==> src/rtl/sbm_pkg.sv <==
package sbm_pkg;

    localparam int NUM_LEGS = 3;

    typedef enum logic [1:0] {
        SEC_I   = 2'd0,
        SEC_II  = 2'd1,
        SEC_III = 2'd2
    } sector_e;

    typedef enum logic [1:0] {
        SLOT_LEAD  = 2'd0,
        SLOT_MID   = 2'd1,
        SLOT_TRAIL = 2'd2,
        SLOT_ZERO  = 2'd3
    } slot_e;

    typedef struct packed {
        sector_e sec;
        slot_e   slot;
    } dwell_t;

    typedef logic [NUM_LEGS-1:0] pole_t;

    // Pole state for a sector and dwell slot. The sector's held leg stays
    // high across all active slots; the trailing neighbour joins at the lead
    // slot and the leading neighbour joins at the trail slot.
    function automatic pole_t pole_of(dwell_t d);
        pole_t held;
        pole_t ahead;
        pole_t behind;
        pole_t res;
        case (d.sec)
            SEC_II:  held = 3'b010;
            SEC_III: held = 3'b100;
            default: held = 3'b001;
        endcase
        ahead  = {held[1:0], held[2]};
        behind = {held[0], held[2:1]};
        case (d.slot)
            SLOT_LEAD:  res = held | behind;
            SLOT_MID:   res = held;
            SLOT_TRAIL: res = held | ahead;
            default:    res = '1;
        endcase
        return res;
    endfunction

endpackage

==> src/rtl/sbm_dwell_decode.sv <==
module sbm_dwell_decode
    import sbm_pkg::*;
#(
    parameter int ANG_W = 16,
    parameter int MF_W  = 16
) (
    input  logic [ANG_W-1:0] theta_i,
    input  logic [MF_W-1:0]  mf_i,
    output dwell_t           dwell_o
);

    localparam longint FULL_ANG = 64'd1 << ANG_W;
    localparam logic [ANG_W-1:0] SEC2_START = ANG_W'((FULL_ANG + 2) / 3);
    localparam logic [ANG_W-1:0] SEC3_START = ANG_W'((2 * FULL_ANG + 2) / 3);
    // one ninth of a turn: one active slot at unity index
    localparam logic [ANG_W-1:0] STEP_K     = ANG_W'((FULL_ANG + 8) / 9);
    localparam logic [MF_W-1:0]  MF_ONE     = {1'b1, {(MF_W-1){1'b0}}};
    localparam int PW = MF_W + ANG_W;
    localparam int EW = ANG_W + 2;

    logic [MF_W-1:0]  mf_c;
    logic [PW-1:0]    prod;
    logic [ANG_W-1:0] step;
    logic [EW-1:0]    b1, b2, b3;
    logic [ANG_W-1:0] base;
    logic [EW-1:0]    pos;

    always_comb begin
        mf_c = (mf_i > MF_ONE) ? MF_ONE : mf_i;
        prod = PW'(mf_c) * PW'(STEP_K);
        step = ANG_W'(prod >> (MF_W - 1));
        b1   = EW'(step);
        b2   = b1 << 1;
        b3   = b1 + b2;

        if (theta_i < SEC2_START) begin
            dwell_o.sec = SEC_I;
            base        = '0;
        end else if (theta_i < SEC3_START) begin
            dwell_o.sec = SEC_II;
            base        = SEC2_START;
        end else begin
            dwell_o.sec = SEC_III;
            base        = SEC3_START;
        end
        pos = EW'(theta_i - base);

        if (pos < b1)      dwell_o.slot = SLOT_LEAD;
        else if (pos < b2) dwell_o.slot = SLOT_MID;
        else if (pos < b3) dwell_o.slot = SLOT_TRAIL;
        else               dwell_o.slot = SLOT_ZERO;
    end

endmodule

==> src/rtl/sbm_leg_gate.sv <==
module sbm_leg_gate #(
    parameter int DT_W = 8
) (
    input  logic            clk,
    input  logic            rst,
    input  logic            live_i,
    input  logic            cmd_i,
    input  logic [DT_W-1:0] dead_i,
    output logic            hi_o,
    output logic            lo_o
);

    logic            applied_q;
    logic [DT_W-1:0] wait_q;
    logic            settled;

    always_ff @(posedge clk) begin
        if (rst) begin
            applied_q <= 1'b0;
            wait_q    <= '0;
        end else if (!live_i) begin
            applied_q <= cmd_i;
            wait_q    <= dead_i;
        end else if (cmd_i != applied_q) begin
            applied_q <= cmd_i;
            wait_q    <= dead_i;
        end else if (wait_q != '0) begin
            wait_q <= wait_q - 1'b1;
        end
    end

    assign settled = live_i && (wait_q == '0);
    assign hi_o    = settled && applied_q;
    assign lo_o    = settled && !applied_q;

    // a pole change with nonzero dead time opens an off window
    p_gap_after_change_r7: assert property (@(posedge clk) disable iff (rst)
        (live_i && (cmd_i != applied_q) && (dead_i != '0)) |=> (!hi_o && !lo_o));

    // no direct swap from upper to lower while dead time is nonzero
    p_no_swap_down_r6: assert property (@(posedge clk) disable iff (rst)
        (hi_o && (dead_i != '0)) |=> !lo_o);

    // no direct swap from lower to upper while dead time is nonzero
    p_no_swap_up_r6: assert property (@(posedge clk) disable iff (rst)
        (lo_o && (dead_i != '0)) |=> !hi_o);

endmodule

==> src/rtl/sector_bridge_mod.sv <==
module sector_bridge_mod
    import sbm_pkg::*;
#(
    parameter int ANG_W = 16,
    parameter int MF_W  = 16,
    parameter int DT_W  = 8
) (
    input  logic                clk,
    input  logic                rst,
    input  logic                en_i,
    input  logic [ANG_W-1:0]    theta_i,
    input  logic [MF_W-1:0]     mod_idx_i,
    input  logic [DT_W-1:0]     dead_cyc_i,
    output logic [NUM_LEGS-1:0] gate_hi_o,
    output logic [NUM_LEGS-1:0] gate_lo_o
);

    localparam logic [MF_W-1:0] MF_ONE = {1'b1, {(MF_W-1){1'b0}}};

    dwell_t dwell;
    pole_t  pole_q;
    logic   msb_prev_q;
    logic   live_q;
    logic   wrap;

    sbm_dwell_decode #(
        .ANG_W (ANG_W),
        .MF_W  (MF_W)
    ) u_decode (
        .theta_i (theta_i),
        .mf_i    (mod_idx_i),
        .dwell_o (dwell)
    );

    assign wrap = msb_prev_q && !theta_i[ANG_W-1];

    always_ff @(posedge clk) begin
        if (rst) begin
            pole_q     <= '1;
            msb_prev_q <= 1'b0;
            live_q     <= 1'b0;
        end else begin
            pole_q     <= pole_of(dwell);
            msb_prev_q <= theta_i[ANG_W-1];
            if (!en_i)     live_q <= 1'b0;
            else if (wrap) live_q <= 1'b1;
        end
    end

    for (genvar k = 0; k < NUM_LEGS; k++) begin : g_leg
        sbm_leg_gate #(
            .DT_W (DT_W)
        ) u_leg (
            .clk    (clk),
            .rst    (rst),
            .live_i (live_q),
            .cmd_i  (pole_q[k]),
            .dead_i (dead_cyc_i),
            .hi_o   (gate_hi_o[k]),
            .lo_o   (gate_lo_o[k])
        );
    end

    // enable low turns every gate off after the sampling edge
    p_off_when_disabled_r8: assert property (@(posedge clk) disable iff (rst)
        !en_i |=> ((gate_hi_o == '0) && (gate_lo_o == '0)));

    // running starts only after the angle MSB has fallen
    p_start_on_wrap_r9: assert property (@(posedge clk) disable iff (rst)
        $rose(live_q) |-> (!$past(theta_i[ANG_W-1]) && $past(theta_i[ANG_W-1], 2)));

    // full or clamped index never selects the zero state
    p_full_index_no_zero_r4: assert property (@(posedge clk) disable iff (rst)
        (mod_idx_i >= MF_ONE) |=> (pole_q != 3'b111));

    // zero index always selects the all-upper zero state
    p_zero_index_all_upper_r5: assert property (@(posedge clk) disable iff (rst)
        (mod_idx_i == '0) |=> (pole_q == 3'b111));

endmodule

==> config.mk <==
export PLATFORM = sky130hd
export DESIGN_NAME = sector_bridge_mod
export DESIGN_NICKNAME = d
export VERILOG_FILES = /design/src/rtl/sbm_pkg.sv /design/src/rtl/sbm_dwell_decode.sv /design/src/rtl/sbm_leg_gate.sv /design/src/rtl/sector_bridge_mod.sv
export SDC_FILE = /design/constraint.sdc
export NUM_CORES = 1
export LEC_CHECK = 0
export CAP_MARGIN = 20
export CORE_ASPECT_RATIO = 0.8
export CORE_MARGIN = 3
export CORE_UTILIZATION = 31
export CTS_CLUSTER_DIAMETER = 60
export DETAILED_ROUTE_END_ITERATION = 8
export DONT_BUFFER_PORTS = 1
export PLACE_DENSITY_LB_ADDON = 0.08
export SLEW_MARGIN = 20
export SYNTH_ARGS = -nofsm -noshare
export SYNTH_HDL_FRONTEND = slang
export SYNTH_SLANG_ARGS = --single-unit
==> constraint.sdc <==
create_clock -name clk -period 12.1 [get_ports clk]
set_input_delay 0.605 -clock clk [delete_from_list [all_inputs] [get_ports clk]]
set_output_delay 0.605 -clock clk [all_outputs]
set_load 0.05 [all_outputs]
==> results.py, run 1 <==
metrics = {
    "status": {
        "status": "finished clean",
    },
    "worst_setup_path": {
        "worst_ep_required_time_ns": 12.25,
        "crit_buf_inv": 5,
        "criticalPathCategory": "in -> reg",
        "start_kind": "primary input",
        "rr_worst_depth": 8,
        "arrival_ns": 9.59,
        "r2r-end": "g_leg[1].u_leg.wait_q[1]",
        "worst_path_max_delay_cell": "fa_1",
        "path_max_fanout": 5,
        "r2r_slack_ns": 9.58,
        "critPathTopFamily": "compound AO/OA/AOI/OAI gates",
        "endpoint_kind": "register",
        "r2r_start": "g_leg[1].u_leg.wait_q[0]",
        "critPathMaxStageDelay_ns": 0.54,
    },
    "floorplan": {
        "die_w_microns": 180,
        "num_io_pins": 49,
        "core_sq_um": 23500,
        "start_util_pct": 31.8,
        "fp.dieArea_sq_um": 26000,
        "dieHeight_microns": 145,
        "num_rows": 50,
    },
    "synth": {
        "yosys_warnings": 0,
        "synth_common_cells": "ha_1 (149), inv_1 (146), a21oi_1 (66), nor2_1 (59), nand2_1 (57)",
        "synth_area_sq_um": 7470,
        "synth_top_area_share_pct": 25.0,
        "synth_cells": 933,
        "ys.flop_type": "dfxtp_1",
        "synth_area_per_cell_sq_um": 8.01,
        "synth_seq_cells": 32,
        "syn_nets": 1172,
        "synth_largest_area_cell": "ha_1",
        "synth_edf_count": 0,
        "yosysSeqAreaShare_pct": 8.57,
        "synth_cell_type_count": 77,
        "synth.area.top_cells": "ha_1 (25%), fa_1 (13%), dfxtp_1 (8.6%), inv_1 (7.3%), a21oi_1 (4.4%)",
        "synthArstFlopShare_pct": 0,
        "synth.most_common_cell": "ha_1",
    },
    "sta": {
        "slew_viol_final": 0,
        "slew_headroom_pct": 32.1,
        "setup_viol": 0,
        "clock_skew_ns": 0.00786,
        "rsz0062_at_grt": "false",
        "min_period_over_period_pct": 78.0,
        "worst_pin_slew_ns": 0.993,
        "hold_viol": 0,
        "finalCriticalPeriod_ns": 9.44,
        "tns_ns": 0,
        "fmax_mhz": 106,
    },
    "grt": {
        "globalRouteOverflowTotal": 0,
        "grt_usage_pct": 14.7,
        "grt_max_degree": 30,
        "antenna_found_initial": 0,
        "first_global_vias": 5984,
        "grt_pass1_wl_microns": 31700,
    },
    "worst_hold_path": {
        "hp-start": "rst",
        "min_path_type": "in -> reg",
        "hold_end": "msb_prev_q",
        "hold_depth": 1,
    },
    "clock_tree": {
        "cts_max_path_buffers": 2,
        "cts_max_level": 2,
        "cts_sinks": 32,
        "cts_resized": 0,
        "insertion_delay_ns": 0.28,
        "ctsHoldBuffers": 0,
        "clk_root_buffer_cell": "clkbuf_16",
        "cts_setup_buffers": 0,
        "cts_tree": "done",
        "clk_pin_slew_ns": 0.05,
        "numCtsBuffers": 5,
    },
    "final_layout": {
        "drive_above_1_share_pct": 3.79,
        "num_antenna_cells": 0,
        "final_nets": 1161,
        "area_growth_pct": 6.30,
    },
    "drt": {
        "vias_per_cell": 4.99,
        "dr_total_vias": 6164,
        "ant_nets": 0,
        "drc": 0,
        "first_iter_violations": 245,
        "dr.pass1.iters": 4,
        "wl_microns": 19500,
        "avgRoutedWirePerCell_microns": 15.8,
    },
    "placement": {
        "gp_congestion": 0.777,
        "dp_hpwl_microns": 17000,
        "port_buffers": 0,
    },
    "job": {
        "maxCapViolCount": 0,
    },
}
-- area by class of cell --
cell class | count | area, sq um
Fill cell | 2537 | 15600
Multi-Input combinational cell | 734 | 6180
Sequential cell | 32 | 641
Inverter | 148 | 556
Tap cell | 312 | 390
Clock buffer | 5 | 125
Clock inverter | 3 | 42.5
Timing Repair Buffer | 1 | 7.51
-- worst max-delay path by stage --
stage                              from   endpoint  cells after the start
after global placement     mod_idx_i[7]  pole_q[1]                     40
after floorplan           mod_idx_i[15]  pole_q[1]                     41
after CTS                  mod_idx_i[0]  pole_q[1]                     40
after global routing       mod_idx_i[0]  pole_q[1]                     40
final                      mod_idx_i[0]  pole_q[1]                     40
after detailed placement   mod_idx_i[0]  pole_q[1]                     40
-- cell families (layout without fill, tap and decap cells) --
| kind of cell | after synthesis | in the layout | share of synthesized area (%) |
|---|---|---|---|
| multiplexers | 3 | 3 | 0.435 |
| other | 1 | 1 | 0.0502 |
| AO/OA/AOI/OAI | 232 | 232 | 21.1 |
| flip-flops | 32 | 32 | 8.57 |
| buffers and inverters | 167 | 157 | 8.71 |
| AND/OR/NAND/NOR | 259 | 259 | 18.5 |
| adder cells (fa/ha/maj) | 196 | 196 | 37.5 |
| XOR/XNOR | 43 | 43 | 5.04 |
-- worst register-to-register path: cells and delay by family, from the launching register on --
kind	cells	cell delay, ns
buf+inv	1	0.07
simple gates	4	1.52
flops	1	0.35
compound gates	2	0.32
fa+ha+maj	1	0.17
-- per-stage QoR --
| step | instance area (sq um) | util, % | std cells | hold WS, ns | setup slack (ns) |
|---|---|---|---|---|---|
| global route | 7940 | 33.8 | 1235 | 0.386 | 2.08 |
| floorplan | 7470 | - | 933 | 0.447 | 3.04 |
| CTS | 7940 | 33.8 | 1235 | 0.390 | 2.66 |
| finish | 7940 | 33.8 | 1235 | 0.395 | 2.66 |
| detailed placement | 7770 | 33.0 | 1227 | 0.476 | 2.42 |
| global placement | 7770 | 33.0 | 1227 | 0.474 | 2.59 |
-- layer usage --
layer	track usage, %	routed length [microns]	vias to the layer above
met5	0	0	-
met4	1.22	61	0
met3	1.00	538	5
met2	22.8	8010	71
met1	23.3	10900	2821
li1	-	-	3267
-- cells in the final DEF, fill, tap and decap left out, types with 29 or more instances in the layout --
| master | netlist | layout |
|---|---|---|
| nor2_1 | 59 | 59 |
| inv_1 | 146 | 146 |
| o21ai_0 | 39 | 39 |
| nand2_1 | 57 | 57 |
| a21oi_1 | 66 | 66 |
| dfxtp_1 | 32 | 32 |
| ha_1 | 149 | 149 |
| nor3_1 | 29 | 29 |
| xnor2_1 | 29 | 29 |
| fa_1 | 47 | 47 |
-- flip-flops by register name, summed over array words and instances, names as in the netlist --
signal and count:
g_leg.u_leg.applied_q 3, pole_q 3, live_q 1, msb_prev_q 1, g_leg.u_leg.wait_q 24
Power of run 1 is left out: the tool's default activity adds up to more than one toggle a clock period on the data nets, which glitch-free logic cannot reach.
==> inputs of run 2 (changes only) <==
==> constraint.sdc (replaced) <==
create_clock -name clk -period 9.25 [get_ports clk]
set_input_delay 0.4625 -clock clk [delete_from_list [all_inputs] [get_ports clk]]
set_output_delay 0.4625 -clock clk [all_outputs]
set_load 0.05 [all_outputs]
==> run 2 against run 1 <==
- first-iteration DRC count up 6.5%
- utilization grew 1.2 points
- cell count rose by 1.9%
- count of clock-buffer cells in the layout is 1 higher
- critical endpoint unchanged
==> results.py, run 2 (synthesis gave the netlist of run 1 again) <==
metrics = {
    "grt": {
        "antenna_found_initial": 0,
        "grt_usage_pct": 14.8,
        "grt_max_degree": 30,
        "grt_pass1_wl_microns": 32100,
        "first_global_vias": 6184,
        "globalRouteOverflowTotal": 0,
    },
    "final_layout": {
        "final_nets": 1185,
        "reg_top3": "g_leg.u_leg.wait_q (24), g_leg.u_leg.applied_q (3), pole_q (3)",
        "area_growth_pct": 9.98,
        "largest_register": "g_leg.u_leg.wait_q",
        "fin_util_pct": 34.9,
        "largest_reg_flops": 24,
        "drive_above_1_share_pct": 7.81,
        "num_antenna_cells": 0,
        "final_cell_mix": "inv_1 (146), ha_1 (146), a21oi_1 (63), nor2_1 (59), nand2_1 (57)",
        "fillCellCount": 2530,
    },
    "sta": {
        "clock_skew_ns": 0.00645,
        "finalCriticalPeriod_ns": 8.70,
        "setup_viol": 0,
        "slew_viol_final": 0,
        "slew_headroom_pct": 32.3,
        "worst_pin_slew_ns": 0.990,
        "fmax_mhz": 115,
        "min_period_over_period_pct": 94.1,
        "hold_viol": 0,
    },
    "floorplan": {
        "fp.dieArea_sq_um": 26000,
        "start_util_pct": 31.8,
        "die_w_microns": 180,
        "num_rows": 50,
        "num_io_pins": 49,
        "dieHeight_microns": 145,
        "core_sq_um": 23500,
    },
    "drt": {
        "drc": 0,
        "wl_microns": 19400,
        "dr.pass1.iters": 4,
        "avgRoutedWirePerCell_microns": 15.4,
        "dr_total_vias": 6263,
        "ant_nets": 0,
        "vias_per_cell": 4.97,
        "first_iter_violations": 261,
    },
    "placement": {
        "dp_hpwl_microns": 17000,
        "port_buffers": 0,
        "gp_congestion": 0.786,
    },
    "clock_tree": {
        "clk_pin_slew_ns": 0.05,
        "cts_tree": "done",
        "clk_root_buffer_cell": "clkbuf_16",
        "cts_max_level": 2,
        "cts_max_path_buffers": 2,
        "numCtsBuffers": 5,
        "cts_sinks": 32,
        "insertion_delay_ns": 0.28,
    },
    "worst_setup_path": {
        "criticalPathCategory": "in -> reg",
        "worst_path_max_delay_cell": "fa_1",
        "arrival_ns": 8.86,
        "start_kind": "primary input",
        "endpoint_kind": "register",
        "crit_buf_inv": 8,
        "path_max_fanout": 5,
        "worst_ep_required_time_ns": 9.40,
        "critPathTopFamily": "adder cells",
        "crit_path_frequent_cell": "inv_1",
        "critPathMaxStageDelay_ns": 0.53,
    },
    "worst_hold_path": {
        "min_path_type": "in -> reg",
    },
    "job": {
        "maxCapViolCount": 0,
    },
    "status": {
        "status": "finished clean",
    },
}
[run 2: worst reg2reg max path, stage by stage, from the launching register on]
cell and delay, ns:
dfxtp_1 0.35, inv_1 0.07, ha_1 0.17, nor3b_1 0.37, nand2_1 0.16, nor4b_1 0.61
and2_1 0.43, nor3_1 0.09, a21oi_1 0.12, a21oi_1 0.07
[run 2: path summary, 6_finish.rpt]
check                                start                        to  slack [ns]  depth (start not counted)
setup reg to reg  g_leg[1].u_leg.wait_q[0]  g_leg[1].u_leg.wait_q[0]        6.71                          9
hold reg to reg                  pole_q[0]  g_leg[0].u_leg.applied_q        0.48                          1
hold / removal                         rst                msb_prev_q        0.25                          1
setup / recovery              mod_idx_i[0]                 pole_q[1]        0.55                         41
[run 2: what timing repair did]
action / CTS / global route
resized for setup: 0 / 19
hold buffers: 0 / 0
endpoints found under the setup margin: 0 / 3
setup buffers: 0 / 2
[run 2: per-layer routing]
layer | vias up | GRT usage, % | part of all wire (%)
li1 | 3316 | - | -
met1 | 2871 | 23.0 | 56
met2 | 72 | 23.0 | 41
met3 | 4 | 1.25 | 2.0
met4 | 0 | 1.46 | 0.32
met5 | - | 0 | 0
[run 2: layout make-up]
type	count	area [sq um]	share of cell area, %
Clock buffer	6	129	1.57
Clock inverter	2	35.0	0.426
Inverter	148	556	6.76
Multi-Input combinational cell	734	6280	76.4
Sequential cell	32	641	7.80
Tap cell	312	390	4.75
Timing Repair Buffer	25	188	2.28
[run 2: metrics by stage]
step / instances / TNS, ns / hold WS [ns] / area [sq um] / worst slack, ns
after floorplan: 933 / 0 / 0.447 / 7470 / 0.330
after global placement: 1249 / 0 / 0.478 / 7940 / 0.0973
after detailed placement: 1249 / -0.0454 / 0.472 / 7940 / -0.0454
after CTS: 1257 / 0 / 0.243 / 8100 / 0.210
after global routing: 1259 / -0.0194 / 0.240 / 8220 / -0.0194
final: 1259 / 0 / 0.249 / 8220 / 0.548
Power of run 2 is left out for the same reason.
